==> src/rtl/rdma_pkg.sv <==
package rdma_pkg;
  localparam int BYTE_W = 8;
  localparam int PORT_W = 16;

  localparam logic [2:0] OFS_ADDR_LO = 3'd0;
  localparam logic [2:0] OFS_ADDR_HI = 3'd1;
  localparam logic [2:0] OFS_CNT_LO  = 3'd2;
  localparam logic [2:0] OFS_CNT_HI  = 3'd3;
  localparam logic [2:0] OFS_CMD     = 3'd4;
  localparam logic [2:0] OFS_CFG     = 3'd5;
  localparam logic [2:0] OFS_CLR     = 3'd6;

  typedef struct packed {
    logic go_rd;
    logic go_wr;
    logic abort;
  } cmd_t;
endpackage

==> src/rtl/rdma_cmd_decode.sv <==
module rdma_cmd_decode
  import rdma_pkg::*;
(
  input  logic       cmd_wr,
  input  logic [2:0] code,
  input  logic       busy,
  output cmd_t       cmd
);
  always_comb begin
    cmd = '0;
    if (cmd_wr) begin
      if (code[2]) begin
        cmd.abort = 1'b1;
      end else if (!busy) begin
        case (code[1:0])
          2'b01:   cmd.go_rd = 1'b1;
          2'b10:   cmd.go_wr = 1'b1;
          default: cmd = '0;
        endcase
      end
    end
  end
endmodule

==> src/rtl/rdma_addr_cnt.sv <==
module rdma_addr_cnt
  import rdma_pkg::*;
#(
  parameter int AW = 16,
  parameter int CW = 16
) (
  input  logic              clk,
  input  logic              rst_n,
  input  logic              load,
  input  logic [AW-1:0]     start_addr,
  input  logic              adv,
  input  logic              word_mode,
  input  logic              cnt_we_lo,
  input  logic              cnt_we_hi,
  input  logic [BYTE_W-1:0] wbyte,
  output logic [AW-1:0]     cur_addr,
  output logic [CW-1:0]     cnt,
  output logic              wide
);
  localparam int HW = CW - BYTE_W;

  assign wide = word_mode && (cnt > CW'(1));

  always_ff @(posedge clk or negedge rst_n) begin
    if (!rst_n) begin
      cur_addr <= '0;
    end else if (load) begin
      cur_addr <= start_addr;
    end else if (adv) begin
      cur_addr <= cur_addr + (wide ? AW'(2) : AW'(1));
    end
  end

  always_ff @(posedge clk or negedge rst_n) begin
    if (!rst_n) begin
      cnt <= '0;
    end else if (adv) begin
      cnt <= cnt - (wide ? CW'(2) : CW'(1));
    end else begin
      if (cnt_we_lo) cnt[BYTE_W-1:0] <= wbyte;
      if (cnt_we_hi) cnt[CW-1:BYTE_W] <= wbyte[HW-1:0];
    end
  end
endmodule

==> src/rtl/rdma_wr_pack.sv <==
module rdma_wr_pack
  import rdma_pkg::*;
(
  input  logic              word_mode,
  input  logic              big_end,
  input  logic              wide,
  input  logic              lane,
  input  logic [PORT_W-1:0] host_in,
  output logic [PORT_W-1:0] to_mem,
  output logic [1:0]        be
);
  logic [BYTE_W-1:0] lone;

  always_comb begin
    lone = (word_mode && big_end) ? host_in[PORT_W-1:BYTE_W] : host_in[BYTE_W-1:0];
    if (wide) begin
      be     = 2'b11;
      to_mem = big_end ? {host_in[BYTE_W-1:0], host_in[PORT_W-1:BYTE_W]} : host_in;
    end else begin
      be     = lane ? 2'b10 : 2'b01;
      to_mem = {lone, lone};
    end
  end
endmodule

==> src/rtl/rdma_rd_stage.sv <==
module rdma_rd_stage
  import rdma_pkg::*;
(
  input  logic              clk,
  input  logic              rst_n,
  input  logic              flush,
  input  logic              issue,
  input  logic              wide,
  input  logic              lane,
  input  logic              word_mode,
  input  logic              big_end,
  input  logic [PORT_W-1:0] mem_rdata,
  input  logic              m_ready,
  output logic              inflight,
  output logic              m_valid,
  output logic [PORT_W-1:0] m_data
);
  logic              wide_q, lane_q;
  logic [BYTE_W-1:0] pick;
  logic [PORT_W-1:0] shaped;

  always_comb begin
    pick = lane_q ? mem_rdata[PORT_W-1:BYTE_W] : mem_rdata[BYTE_W-1:0];
    if (wide_q) begin
      shaped = big_end ? {mem_rdata[BYTE_W-1:0], mem_rdata[PORT_W-1:BYTE_W]} : mem_rdata;
    end else if (word_mode && big_end) begin
      shaped = {pick, {BYTE_W{1'b0}}};
    end else begin
      shaped = {{BYTE_W{1'b0}}, pick};
    end
  end

  always_ff @(posedge clk or negedge rst_n) begin
    if (!rst_n) begin
      inflight <= 1'b0;
      m_valid  <= 1'b0;
      m_data   <= '0;
      wide_q   <= 1'b0;
      lane_q   <= 1'b0;
    end else if (flush) begin
      inflight <= 1'b0;
      m_valid  <= 1'b0;
    end else begin
      inflight <= issue;
      if (issue) begin
        wide_q <= wide;
        lane_q <= lane;
      end
      if (inflight) begin
        m_valid <= 1'b1;
        m_data  <= shaped;
      end else if (m_valid && m_ready) begin
        m_valid <= 1'b0;
      end
    end
  end
endmodule

==> src/rtl/rdma_channel.sv <==
module rdma_channel
  import rdma_pkg::*;
#(
  parameter int AW = 16,
  parameter int CW = 16
) (
  input  logic              clk,
  input  logic              rst_n,
  input  logic              cfg_we,
  input  logic [2:0]        cfg_addr,
  input  logic [7:0]        cfg_wdata,
  output logic [7:0]        cfg_rdata,
  input  logic              s_valid,
  output logic              s_ready,
  input  logic [15:0]       s_data,
  output logic              m_valid,
  input  logic              m_ready,
  output logic [15:0]       m_data,
  output logic              mem_we,
  output logic              mem_re,
  output logic [AW-2:0]     mem_addr,
  output logic [1:0]        mem_be,
  output logic [15:0]       mem_wdata,
  input  logic [15:0]       mem_rdata,
  output logic              irq
);
  localparam int AHW = AW - BYTE_W;

  cmd_t          cmd;
  logic          busy_q, dir_wr_q, done_q;
  logic [2:0]    cfg_q;
  logic [AW-1:0] start_q, cur_addr;
  logic [CW-1:0] cnt;
  logic          wide, inflight, finish, adv, wr_fire, rd_issue, clr_done;
  logic          word_mode, big_end, abort_now;

  assign word_mode = cfg_q[0];
  assign big_end   = cfg_q[1];
  assign abort_now = cmd.abort;

  rdma_cmd_decode u_dec (
    .cmd_wr (cfg_we && cfg_addr == OFS_CMD),
    .code   (cfg_wdata[2:0]),
    .busy   (busy_q),
    .cmd    (cmd)
  );

  rdma_addr_cnt #(.AW(AW), .CW(CW)) u_ac (
    .clk        (clk),
    .rst_n      (rst_n),
    .load       (cmd.go_rd | cmd.go_wr),
    .start_addr (start_q),
    .adv        (adv),
    .word_mode  (word_mode),
    .cnt_we_lo  (cfg_we && cfg_addr == OFS_CNT_LO && !busy_q),
    .cnt_we_hi  (cfg_we && cfg_addr == OFS_CNT_HI && !busy_q),
    .wbyte      (cfg_wdata),
    .cur_addr   (cur_addr),
    .cnt        (cnt),
    .wide       (wide)
  );

  rdma_wr_pack u_pack (
    .word_mode (word_mode),
    .big_end   (big_end),
    .wide      (wide),
    .lane      (cur_addr[0]),
    .host_in   (s_data),
    .to_mem    (mem_wdata),
    .be        (mem_be)
  );

  rdma_rd_stage u_rd (
    .clk       (clk),
    .rst_n     (rst_n),
    .flush     (abort_now),
    .issue     (rd_issue),
    .wide      (wide),
    .lane      (cur_addr[0]),
    .word_mode (word_mode),
    .big_end   (big_end),
    .mem_rdata (mem_rdata),
    .m_ready   (m_ready),
    .inflight  (inflight),
    .m_valid   (m_valid),
    .m_data    (m_data)
  );

  assign s_ready  = busy_q && dir_wr_q && (cnt != '0);
  assign wr_fire  = s_valid && s_ready;
  assign rd_issue = busy_q && !dir_wr_q && (cnt != '0) && !inflight && !m_valid && !abort_now;
  assign adv      = wr_fire || rd_issue;
  assign finish   = busy_q && (cnt == '0) && !inflight && !m_valid && !abort_now;
  assign clr_done = cfg_we && cfg_addr == OFS_CLR && cfg_wdata[0];

  assign mem_we   = wr_fire;
  assign mem_re   = rd_issue;
  assign mem_addr = cur_addr[AW-1:1];
  assign irq      = done_q && cfg_q[2];

  always_ff @(posedge clk or negedge rst_n) begin
    if (!rst_n) begin
      busy_q   <= 1'b0;
      dir_wr_q <= 1'b0;
    end else if (abort_now) begin
      busy_q   <= 1'b0;
    end else if (cmd.go_rd || cmd.go_wr) begin
      busy_q   <= 1'b1;
      dir_wr_q <= cmd.go_wr;
    end else if (finish) begin
      busy_q   <= 1'b0;
    end
  end

  always_ff @(posedge clk or negedge rst_n) begin
    if (!rst_n) begin
      done_q <= 1'b0;
    end else if (finish) begin
      done_q <= 1'b1;
    end else if (clr_done) begin
      done_q <= 1'b0;
    end
  end

  always_ff @(posedge clk or negedge rst_n) begin
    if (!rst_n) begin
      start_q <= '0;
      cfg_q   <= '0;
    end else if (cfg_we) begin
      if (cfg_addr == OFS_ADDR_LO) start_q[BYTE_W-1:0] <= cfg_wdata;
      if (cfg_addr == OFS_ADDR_HI) start_q[AW-1:BYTE_W] <= cfg_wdata[AHW-1:0];
      if (cfg_addr == OFS_CFG)     cfg_q <= cfg_wdata[2:0];
    end
  end

  always_comb begin
    case (cfg_addr)
      OFS_ADDR_LO:     cfg_rdata = cur_addr[BYTE_W-1:0];
      OFS_ADDR_HI:     cfg_rdata = 8'(cur_addr[AW-1:BYTE_W]);
      OFS_CNT_LO:      cfg_rdata = cnt[BYTE_W-1:0];
      OFS_CNT_HI:      cfg_rdata = 8'(cnt[CW-1:BYTE_W]);
      OFS_CMD, OFS_CLR: cfg_rdata = {6'd0, busy_q, done_q};
      OFS_CFG:         cfg_rdata = {5'd0, cfg_q};
      default:         cfg_rdata = 8'd0;
    endcase
  end
endmodule

==> config.mk <==
export PLATFORM = sky130hd
export DESIGN_NAME = rdma_channel
export DESIGN_NICKNAME = d
export VERILOG_FILES = /design/src/rtl/rdma_pkg.sv /design/src/rtl/rdma_cmd_decode.sv /design/src/rtl/rdma_addr_cnt.sv /design/src/rtl/rdma_wr_pack.sv /design/src/rtl/rdma_rd_stage.sv /design/src/rtl/rdma_channel.sv
export SDC_FILE = /design/constraint.sdc
export NUM_CORES = 1
export LEC_CHECK = 0
export ABC_AREA = 0
export BUFFER_PORTS_ARGS = -buffer_cell sky130_fd_sc_hd__clkbuf_2
export CORE_ASPECT_RATIO = 0.5
export CORE_MARGIN = 5
export CORE_UTILIZATION = 55
export CTS_CLUSTER_SIZE = 20
export DETAILED_ROUTE_END_ITERATION = 10
export GPL_TIMING_DRIVEN = 1
export PLACE_DENSITY = 0.84
export RECOVER_POWER = 25
export SETUP_SLACK_MARGIN = 0.4
export SYNTH_ARGS = -nofsm -noshare
export SYNTH_HDL_FRONTEND = slang
export SYNTH_SLANG_ARGS = --single-unit
==> constraint.sdc <==
create_clock -name clk -period 4.5 [get_ports clk]
set_input_delay 1.125 -clock clk [delete_from_list [all_inputs] [get_ports clk]]
set_output_delay 1.125 -clock clk [all_outputs]
set_load 0.05 [all_outputs]
* Yosys cells after proc, flatten, opt, wreduce, memory -nomap -nowiden *
Index checks and enable logic that the tools add are counted.

storage, ports and cells
  logic and storage cells = 104
  bits in registers = 74

operators by class
  multiplexer cells = 31
  equal/unequal tests = 8
  $lt $le $gt $ge = 1
  $add $sub $neg = 2
  reduce and logical (&&, ||, !) cells = 46
  bitwise gates (word level) = 2

operators with widths
  operator                                                        number
  2-to-1 mux 16 bit                                               8
  case mux 8 bit (6 select lines)                                 1
  2-to-1 mux 8 bit                                                4
  logical AND 1 bit                                               23
  adder 16 bit                                                    1
  greater-than comparator 16 x 1 -> 1 bit, second input constant  1
  zero test 16 bit                                                1
  nonzero test 16 bit                                             1
  subtractor 16 bit                                               1
  2-to-1 mux 1 bit                                                12
  AND reduction 2 bit                                             6
  == test 3 bit, second input constant                            3
  2-to-1 mux 2 bit                                                4
  nonzero test 2 bit                                              4
  == test 3 x 2 -> 1 bit, second input constant                   2
  2-to-1 mux 3 bit                                                2
  nonzero test 3 bit                                              2
  zero test 1 bit                                                 5
  == test 3 x 1 -> 1 bit, second input constant                   1
  zero test 3 bit                                                 1
  == test 2 x 1 -> 1 bit, second input constant                   1
  == test 2 bit, second input constant                            1
  logical OR 1 bit                                                2
  OR reduction 2 bit                                              1
  2 further kinds                                                 2

* Longest topological paths before layout *
Gate-level depths: netlist of the first run.

  depth after elaboration = 10
  gate-level depth with buffers = 13
  mapped depth without buffers = 12

* Hierarchy *
A second synthesis of the first run with hierarchy kept.

second synthesis, totals
  cell total of the unflattened synthesis = 444
  area total of the unflattened synthesis = 4628.2 µm²

modules (own cells, without submodules)
  module           times used  area an instance (µm²)  cells an instance  seq. area each (µm²)
  rdma_addr_cnt    1           1909.3                  212                800.8
  rdma_channel     1           1326.3                  112                550.5
  rdma_rd_stage    1           1118.6                  95                 500.5
  rdma_wr_pack     1           232.7                   21                 0.0
  rdma_cmd_decode  1           41.3                    4                  0.0

* Worst setup path after synthesis of the first run *
No wires, ideal clock.

  path kind = in2out
  start = input port cfg_addr[0]
  end = output port cfg_rdata[1]
  arrival = 2919 ps
  stages = 5
  path buffers = 2
  path slack = 456 ps
  path through = buf_1 clkbuf_1 and2_1 a22oi_1 o221ai_1

on the way
  longest elaborated chain between the ends = 3

RTL lines
  what                                 RTL line             RTL
  from (decl)                          rdma_channel.sv:10   input logic [2:0] cfg_addr,
  == test 3 bit                        rdma_channel.sv:137  case (cfg_addr)
  OR reduction 2 bit                   rdma_channel.sv:137
  case mux 8 bit (6 select lines) (*)  rdma_channel.sv:137
  to (decl)                            rdma_channel.sv:12   output logic [7:0] cfg_rdata,

Every way passes the cells marked *; elsewhere a longest branch is shown, timed or not.

* Worst setup path in the final report of the first run *
  start = register u_ac.cnt[7]
  end = output port mem_wdata[8]

on the way
  longest elaborated chain between the ends = 3

RTL lines
  what                                     RTL line             RTL
  from (decl)                              rdma_addr_cnt.sv:17  output logic [CW-1:0] cnt,
  from (signal assigned)                   rdma_addr_cnt.sv:38  cnt <= cnt - (wide ? CW'(2) : CW'(1));
  from (signal, indexed assignment)        rdma_addr_cnt.sv:40  if (cnt_we_lo) cnt[BYTE_W-1:0] <= wbyte;
  from (signal, indexed assignment)        rdma_addr_cnt.sv:41  if (cnt_we_hi) cnt[CW-1:BYTE_W] <= wbyte[HW-1:0];
  greater-than comparator 16 x 1 -> 1 bit  rdma_addr_cnt.sv:22  assign wide = word_mode && (cnt > CW'(1));
  logical AND 1 bit                        rdma_addr_cnt.sv:22
  2-to-1 mux 16 bit                        rdma_wr_pack.sv:16   if (wide) begin
  to (decl)                                rdma_channel.sv:23   output logic [15:0] mem_wdata,

Every way passes these cells.

==> results of run 1 <==
==> critical path, cell delays in order, from the launching register on <==
cell and delay [ns]:
dfrtp_1 0.43, nor4_4 0.41, nand4_2 0.23, or4_4 0.50, mux2i_4 0.21, buf_12 0.16, mux2_2 0.33, clkbuf_2 0.24
==> state kept, by name, summed over array words and instances, names as in the netlist <==
signal         flops
start_q           16
u_ac.cnt          16
u_ac.cur_addr     16
u_rd.m_data       16
cfg_q              3
busy_q             1
dir_wr_q           1
done_q             1
u_rd.inflight      1
u_rd.lane_q        1
u_rd.m_valid       1
u_rd.wide_q        1
==> worst min path at each step <==
stage                     cells past startpoint          endpoint            start
after global routing                          2    u_rd.m_data[9]   u_rd.m_data[9]
after global placement                        2    u_rd.m_data[5]   u_rd.m_data[5]
after detailed placement                      2   u_rd.m_data[13]  u_rd.m_data[13]
after floorplan                               2  u_ac.cur_addr[2]       start_q[2]
after CTS                                     2   u_rd.m_data[13]  u_rd.m_data[13]
final                                         2   u_rd.m_data[13]  u_rd.m_data[13]
==> synthesized netlist by cell type, types with 11 or more instances <==
cell	instances	area (sq um)
a22oi_1	16	120.1
nand3_1	22	110.1
inv_1	16	60.06
o21ai_0	41	205.2
a21oi_1	15	75.07
nor3_1	19	95.09
nor2_1	13	48.80
dfrtp_1	74	1852
nand2_1	53	198.9
mux2_2	36	405.4
a22o_1	11	96.34
nor2b_1	20	125.1
and3_1	12	75.07
clkbuf_1	20	75.07
==> final cells by class <==
cell class	instances	area (sq um)
Tap cell	117	146.4
Clock inverter	7	98.84
Clock buffer	9	225.2
Sequential cell	74	1852
Inverter	16	60.06
Multi-Input combinational cell	393	2804
Timing Repair Buffer	117	618.1
Fill cell	680	2814
==> power by group through the flow <==
stage | clock network [mW] | registers [mW] | logic, mW
finish | 0.795 | 1.25 | 1.77
global route | 0.840 | 1.29 | 1.91
CTS | 0.807 | 1.24 | 1.75
detailed placement | 0 | 1.25 | 1.74
global placement | 0 | 1.23 | 1.71
floorplan | 0 | 1.52 | 1.00
==> timing repair <==
item	CTS	global route
setup endpoints to repair	0	10
hold buffers	0	0
gates resized for setup	0	2
hold endpoints to repair	0	0
buffers inserted	0	2
==> layer usage <==
metal | vias up | share of wire, %
li1 | 2135 | -
met1 | 2247 | 41
met2 | 269 | 46
met3 | 50 | 10
met4 | 0 | 3.0
met5 | - | 0
==> logic make-up (layout without fill, tap and decap cells) <==
group,count (synthesis),count (layout),synth area share (%)
adder cells (fa/ha/maj),8,8,2.390
AO/OA/AOI/OAI,147,147,21.28
buffers and inverters,46,149,3.715
multiplexers,51,51,13.09
flip-flops,74,74,38.45
AND/OR/NAND/NOR,186,186,20.89
XOR/XNOR,1,1,0.1819
==> stage by stage <==
step                      cells  hold WS (ns)  util [%]  instance area, sq um  total power, mW
final                       733        0.4760     67.35                  5804            3.815
after global routing        733        0.5032     67.35                  5804            4.042
after CTS                   731        0.4859     66.94                  5769            3.800
after detailed placement    715        0.4718     63.18                  5445            2.989
after global placement      715        0.4605     63.18                  5445            2.942
after floorplan             513        0.4569         -                  4816            2.521
==> impl_metrics.py, run 1 <==
metrics = {
    "floorplan": {
        "die_w_um": 142.3,
        "initial_core_util_pct": 55.88,
        "fp.dieH_um": 76.17,
        "dieArea_sq_um": 10840,
        "pin_count": 110,
        "coreArea_sq_um": 8618,
        "rows": 24,
    },
    "min_path": {
        "hold_path.class": "register to register",
    },
    "routing": {
        "wirelength_mm": 14.09,
        "drt-pass1-iter-count": 5,
        "route.detailed.drc": 0,
        "ant_nets": 0,
        "via_per_inst": 6.413,
        "drt_iter0_drc": 401,
        "vias": 4701,
        "wl_per_cell_um": 19.23,
    },
    "synthesis": {
        "synth_cell_type_count": 59,
        "postSynthCellCount": 513,
        "syn_area_sq_um": 4816,
        "ys_async_sr_fraction_pct": 100.0,
        "ys_ff_latch": 74,
        "ys_seq_area_share_pct": 38.45,
        "synth_flop_cell": "dfrtp_1",
        "syn_area_per_cell_sq_um": 9.388,
        "yosysWarnings": 0,
        "syn_nets": 569,
        "synth_edf_count": 0,
    },
    "finish": {
        "layout_common_cells": "clkbuf_2, dfrtp_1, nand2_1",
        "final_layout_size_suffix_gt1_share_pct": 30.19,
        "final_common_cell": "clkbuf_2",
        "antenna_cells": 0,
        "nets": 667,
        "layout-area-overhead-vs-synth_pct": 20.52,
    },
    "global_routing": {
        "grt_pass1_wl_mm": 23.15,
        "gr-usage-met3_pct": 7.085,
        "use_met2_pct": 41.35,
        "grtUsageTotal_pct": 26.30,
        "busiest_layer": "met2",
        "grt_max_degree": 75,
        "grt.overflow.total": 0,
        "grt_use_met1_pct": 34.66,
        "antenna_found_initial": 0,
        "grt_pass1_vias": 4597,
    },
    "cts": {
        "numCtsBuffers": 9,
        "cts-root-buf": "clkbuf_16",
        "cts.sinks": 74,
        "clk_latency_ns": 0.34,
        "htree_levels": 3,
        "clock_path_buffers": 2,
        "cts_tree": "built",
        "clkTransAtPathRegs_ns": 0.06,
    },
    "status": {
        "violations": "capacitance limit, slew limit",
        "status": "finished with violations",
    },
    "sta": {
        "worst_slack_ns": 0.5180,
        "tightest_slew_ns": 1.900,
        "slew_headroom_pct": -26.67,
        "fmax_mhz": 251.1,
        "rsz0062_at_grt": "no",
        "period_minus_slack_ns": 3.982,
        "slew_violations": 75,
        "tns_ns": 0,
        "setup_viol": 0,
        "fin_crit_sh_pct": 88.49,
        "finClkSkew_ns": 0.007448,
        "hold_viol": 0,
    },
    "placement": {
        "place_ws_ns": 0.7157,
        "hpwl_mm": 9.883,
        "io_buffers": 109,
        "gp_congestion": 0.8896,
    },
    "setup_path": {
        "worstPathMaxFanout": 8,
        "r2r_cells": 12,
        "worstReg2RegStart": "u_ac.cnt[7]",
        "endpoint": "mem_wdata[8]",
        "cp.required_ns": 3.38,
        "regToRegSetupSlack_ns": 0.81,
        "worst_setup_path_start_kind": "register",
        "worstSetupStartpoint": "u_ac.cnt[7]",
        "setup.worst_path.end_class": "output pin",
        "critPathArrivalTime_ns": 2.86,
        "timing.rr.end": "u_ac.cnt[14]",
        "path_class": "register to output pin",
    },
    "power_and_ir_drop": {
        "combPwrFrac_pct": 46.3,
        "netSwitchingPower_mw": 1.845,
        "p_int_mw": 1.970,
        "p_leak_nw": 2.664,
        "netSwitchingFraction_pct": 48.37,
        "ir_drop_uv": 515.4,
        "power.density_nw_per_um2": 657.3,
        "clkPwrFrac_pct": 20.8,
        "p_seq_share_pct": 32.9,
    },
    "flow_run": {
        "cap_viol_max_count": 1,
    },
}
(Power assumes the default switching activity.)
==> run 2, diff against run 1 <==
- BUFFER_PORTS_ARGS: -buffer_cell sky130_fd_sc_hd__clkbuf_2 -> -buffer_cell sky130_fd_sc_hd__buf_2
- CTS_CLUSTER_DIAMETER: unset -> 60
==> run 2 against run 1 <==
The flow still finishes with violations (capacitance limit, slew limit). Power shrank 0.48%. Clock skew is 0.0026 ns lower. Final area shrank 0.17%. Sequential cell count unchanged. Final cell count stayed put.
==> impl_metrics.py, run 2 (synthesized netlist as in run 1, its figures left out) <==
metrics = {
    "status": {
        "status": "finished with violations",
        "violations": "capacitance limit, slew limit",
    },
    "routing": {
        "wirelength_mm": 14.29,
        "drt_iter0_drc": 537,
        "route.detailed.drc": 0,
        "vias": 4684,
        "drt-pass1-iter-count": 5,
        "via_per_inst": 6.390,
        "wl_per_cell_um": 19.50,
        "ant_nets": 0,
    },
    "placement": {
        "hpwl_mm": 10.04,
        "place_inst": 716,
        "gp_congestion": 0.8913,
        "io_buffers": 109,
    },
    "setup_path": {
        "worstPathMaxFanout": 6,
        "crit_chain": "nor4_4 -> nand4_2 -> or4_4 -> and2_1 -> inv_1 -> ha_1 -> inv_1 -> buf_2",
        "cp.required_ns": 3.38,
        "regToRegSetupSlack_ns": 0.65,
        "critPathArrivalTime_ns": 2.84,
        "worst_setup_path_start_kind": "register",
        "cp_slowest_stage_delay_ns": 0.50,
        "path_class": "register to output pin",
        "setup.worst_path.end_class": "output pin",
        "critPathMostFrequentCell": "inv_1",
        "slowest_stage": "or4_4",
    },
    "cts": {
        "clk_latency_ns": 0.34,
        "numCtsBuffers": 9,
        "cts_tree": "built",
        "clock_path_buffers": 2,
        "htree_levels": 3,
        "cts.sinks": 74,
        "clkTransAtPathRegs_ns": 0.06,
        "cts-root-buf": "clkbuf_16",
    },
    "finish": {
        "fin_util_pct": 67.23,
        "layout.cells.non_filler": 733,
        "final_layout_size_suffix_gt1_share_pct": 30.03,
        "final_common_cell": "buf_2",
        "nFillCells": 698,
        "layout_common_cells": "buf_2, dfrtp_1, nand2_1",
        "layout-area-overhead-vs-synth_pct": 20.32,
        "antenna_cells": 0,
        "nets": 667,
    },
    "floorplan": {
        "coreArea_sq_um": 8618,
        "dieArea_sq_um": 10840,
        "die_w_um": 142.3,
        "fp.dieH_um": 76.17,
        "pin_count": 110,
        "initial_core_util_pct": 55.88,
        "rows": 24,
    },
    "sta": {
        "period_minus_slack_ns": 3.963,
        "rsz0062_at_grt": "no",
        "finClkSkew_ns": 0.004841,
        "slew_violations": 75,
        "hold_viol": 0,
        "tns_ns": 0,
        "fin_crit_sh_pct": 88.07,
        "whs_ns": 0.4717,
        "slew_headroom_pct": -25.98,
        "fmax_mhz": 252.3,
        "setup_viol": 0,
        "tightest_slew_ns": 1.890,
    },
    "global_routing": {
        "grtUsageTotal_pct": 26.70,
        "antenna_found_initial": 0,
        "grt.overflow.total": 0,
        "grt_pass1_wl_mm": 23.45,
        "grt_max_degree": 75,
        "grt_pass1_vias": 4642,
    },
    "flow_run": {
        "cap_viol_max_count": 1,
    },
    "power_and_ir_drop": {
        "p_leak_nw": 2.675,
        "ir_drop_uv": 429.4,
        "power.density_nw_per_um2": 655.2,
    },
    "min_path": {
        "hold_path.class": "register to register",
    },
}
-- run 2: final timing paths --
kind,startpoint,cells after the start,to
setup / recovery,u_ac.cnt[7],8,mem_be[1]
hold / removal,u_rd.m_data[9],2,u_rd.m_data[9]
setup reg to reg,u_ac.cnt[7],12,u_ac.cnt[14]
hold reg to reg,u_rd.m_data[9],2,u_rd.m_data[9]
max in group asynchronous,rst_n,1,start_q[8]
min in group asynchronous,rst_n,1,u_rd.m_data[2]
-- run 2: critical path, delay by kind of cell, from the launching register on --
family	cells	cell delay, ns
flip-flops	1	0.43
buffers and inverters	3	0.43
adder cells (fa/ha/maj)	1	0.20
AND/OR/NAND/NOR	4	1.42
-- run 2: final cells by class --
class	instances	area (sq um)	area share [%]
Clock buffer	10	239.0	4.124
Clock inverter	6	80.08	1.382
Inverter	16	60.06	1.036
Multi-Input combinational cell	393	2799	48.30
Sequential cell	74	1852	31.96
Tap cell	117	146.4	2.526
Timing Repair Buffer	117	618.1	10.67
-- run 2: timing repair --
action	CTS	global route
hold buffers	0	0
resized for setup	0	1
setup endpoints to repair	0	9
setup buffers	0	1
-- run 2: per-layer routing --
metal / global-route usage, % / wire length [um] / vias to the layer above / part of all wire (%)
met3: 6.959 / 1400 / 32 / 9.8
met5: 0 / 0 / - / 0
met4: 11.39 / 353 / 0 / 2.5
li1: - / - / 2143 / -
met1: 34.37 / 5883 / 2245 / 41
met2: 42.66 / 6654 / 264 / 47
-- run 2: per-stage QoR --
stage	cell area, sq um	total power [mW]	setup WS, ns
after floorplan	4816	2.521	0.4556
after global placement	5453	2.946	0.8603
after detailed placement	5453	2.997	0.7729
after CTS	5772	3.788	0.4791
after global routing	5794	4.012	0.4384
final	5794	3.797	0.5369
-- run 2: power breakdown --
group	leakage, nW	switching [mW]	total [mW]	internal (mW)
combinational	1.58	1.19	1.77	0.584
clock	0.162	0.278	0.774	0.496
sequential	0.929	0.351	1.25	0.898
==> run 3, diff against run 2 <==
- MAX_ROUTING_LAYER: unset -> met4
==> run 3 against run 2 <==
The run still ends with capacitance limit, slew limit left. Count of clock-buffer cells in the layout unchanged. Die area unchanged. Clock power about the same. First-iteration DRC count decreased by 17%. Global-route usage increased by 0.79 points. Sequential share of layout area unchanged. Sequential power about the same. Combinational power about the same. Sequential cell count unchanged. Final area unchanged. Hold slack about the same. Setup slack improved by 0.023 ns. Largest power group unchanged. Highest routed layer unchanged.
==> impl_metrics.py, run 3 (synthesized netlist as in run 1, its figures left out) <==
metrics = {
    "sta": {
        "tns_ns": 0,
        "slew_violations": 75,
        "hold_viol": 0,
        "rsz0062_at_grt": "no",
        "tightest_slew_ns": 1.863,
        "setup_viol": 0,
        "slew_headroom_pct": -24.22,
        "finClkSkew_ns": 0.005334,
        "worst_slack_ns": 0.5603,
        "period_minus_slack_ns": 3.940,
        "fmax_mhz": 253.8,
        "fin_crit_sh_pct": 87.55,
    },
    "cts": {
        "cts_tree": "built",
        "clk_latency_ns": 0.34,
        "cts_hold_repair.buffers": 0,
        "clock_path_buffers": 2,
        "cts.sinks": 74,
        "numCtsBuffers": 9,
        "clkTransAtPathRegs_ns": 0.06,
        "cts-root-buf": "clkbuf_16",
        "htree_levels": 3,
    },
    "placement": {
        "io_buffers": 109,
        "hpwl_mm": 10.04,
        "place_ws_ns": 0.7729,
        "place_area_sq_um": 5453,
        "gp_congestion": 0.9063,
        "place_inst": 716,
    },
    "flow_run": {
        "cap_viol_max_count": 1,
    },
    "routing": {
        "route.detailed.drc": 0,
        "ant_nets": 0,
        "wirelength_mm": 14.26,
        "wl_per_cell_um": 19.45,
        "drt_iter0_drc": 445,
        "vias": 4670,
        "drt-pass1-iter-count": 7,
        "via_per_inst": 6.371,
    },
    "finish": {
        "final_common_cell": "buf_2",
        "layout.cells.non_filler": 733,
        "final_cell_area_sq_um": 5794,
        "final_layout_size_suffix_gt1_share_pct": 30.03,
        "antenna_cells": 0,
        "layout-area-overhead-vs-synth_pct": 20.32,
        "layout_common_cells": "buf_2, dfrtp_1, nand2_1",
        "nets": 667,
    },
    "status": {
        "violations": "capacitance limit, slew limit",
        "status": "finished with violations",
    },
    "setup_path": {
        "cp.required_ns": 3.38,
        "worstPathMaxFanout": 8,
        "setup.worst_path.end_class": "output pin",
        "critPathArrivalTime_ns": 2.81,
        "path_class": "register to output pin",
        "worst_setup_path_start_kind": "register",
    },
    "floorplan": {
        "dieArea_sq_um": 10840,
        "pin_count": 110,
        "coreArea_sq_um": 8618,
        "fp.dieH_um": 76.17,
        "die_w_um": 142.3,
        "initial_core_util_pct": 55.88,
        "rows": 24,
    },
    "power_and_ir_drop": {
        "power.density_nw_per_um2": 655.2,
        "ir_drop_uv": 428.9,
        "p_leak_nw": 2.675,
    },
    "global_routing": {
        "grt_max_degree": 75,
        "antenna_found_initial": 0,
        "grt_pass1_vias": 4655,
        "grtUsageTotal_pct": 27.49,
        "grt_pass1_wl_mm": 23.47,
        "grt.overflow.total": 0,
    },
    "min_path": {
        "hold_path.class": "register to register",
    },
}
[run 3: cell counts in the layout (fill, tap and decap cells not counted)]
No cell type changed its count.
[run 3: timing repair]
| action | in CTS | in global routing |
|---|---|---|
| gates resized for setup | 0 | 1 |
| setup endpoints to repair | 0 | 9 |
| setup buffers | 0 | 1 |
[run 3: power breakdown]
part	total, mW	internal [mW]	switching, mW
registers	1.25	0.898	0.350
logic	1.77	0.585	1.19
clock network	0.775	0.496	0.278
[run 3: cell type report]
type	instances	area (sq um)
flip-flops and latches	74	1852
fillers	698	2824
clock buffers	10	239.0
multi-input cells	393	2799
clock inverters	6	80.08
repair buffers	117	618.1
well taps	117	146.4
inverters	16	60.06
[run 3: path summary, 6_finish.rpt]
kind,from,to,slack [ns],cells after the start
setup reg to reg,u_ac.cnt[7],u_ac.cnt[14],0.66,12
min in group asynchronous,rst_n,u_rd.m_data[2],1.29,1
max in group asynchronous,rst_n,u_ac.cnt[10],2.10,1
setup / recovery,u_ac.cnt[7],mem_wdata[15],0.56,7
hold / removal,u_rd.m_data[9],u_rd.m_data[9],0.47,2
hold reg to reg,u_rd.m_data[9],u_rd.m_data[9],0.47,2
[run 3: stage by stage]
stage / util, % / hold slack [ns] / total power [mW]
floorplan: - / 0.4569 / 2.521
global placement: 63.27 / 0.4569 / 2.946
detailed placement: 63.27 / 0.4686 / 2.997
CTS: 66.97 / 0.4812 / 3.788
global route: 67.23 / 0.5127 / 4.011
finish: 67.23 / 0.4720 / 3.797
[run 3: layer usage]
metal  part of all wire (%)  GRT usage (%)
met5                      0              -
met4                    2.8          11.39
met3                    8.8          6.458
met2                     47          42.66
met1                     42          34.77
[run 3: critical path: stages, from the launching register on]
cell and delay (ns):
dfrtp_1 0.43, nor4_4 0.40, nand4_2 0.24, or4_4 0.50
mux2i_4 0.20, buf_12 0.16, mux2_2 0.33, buf_2 0.21
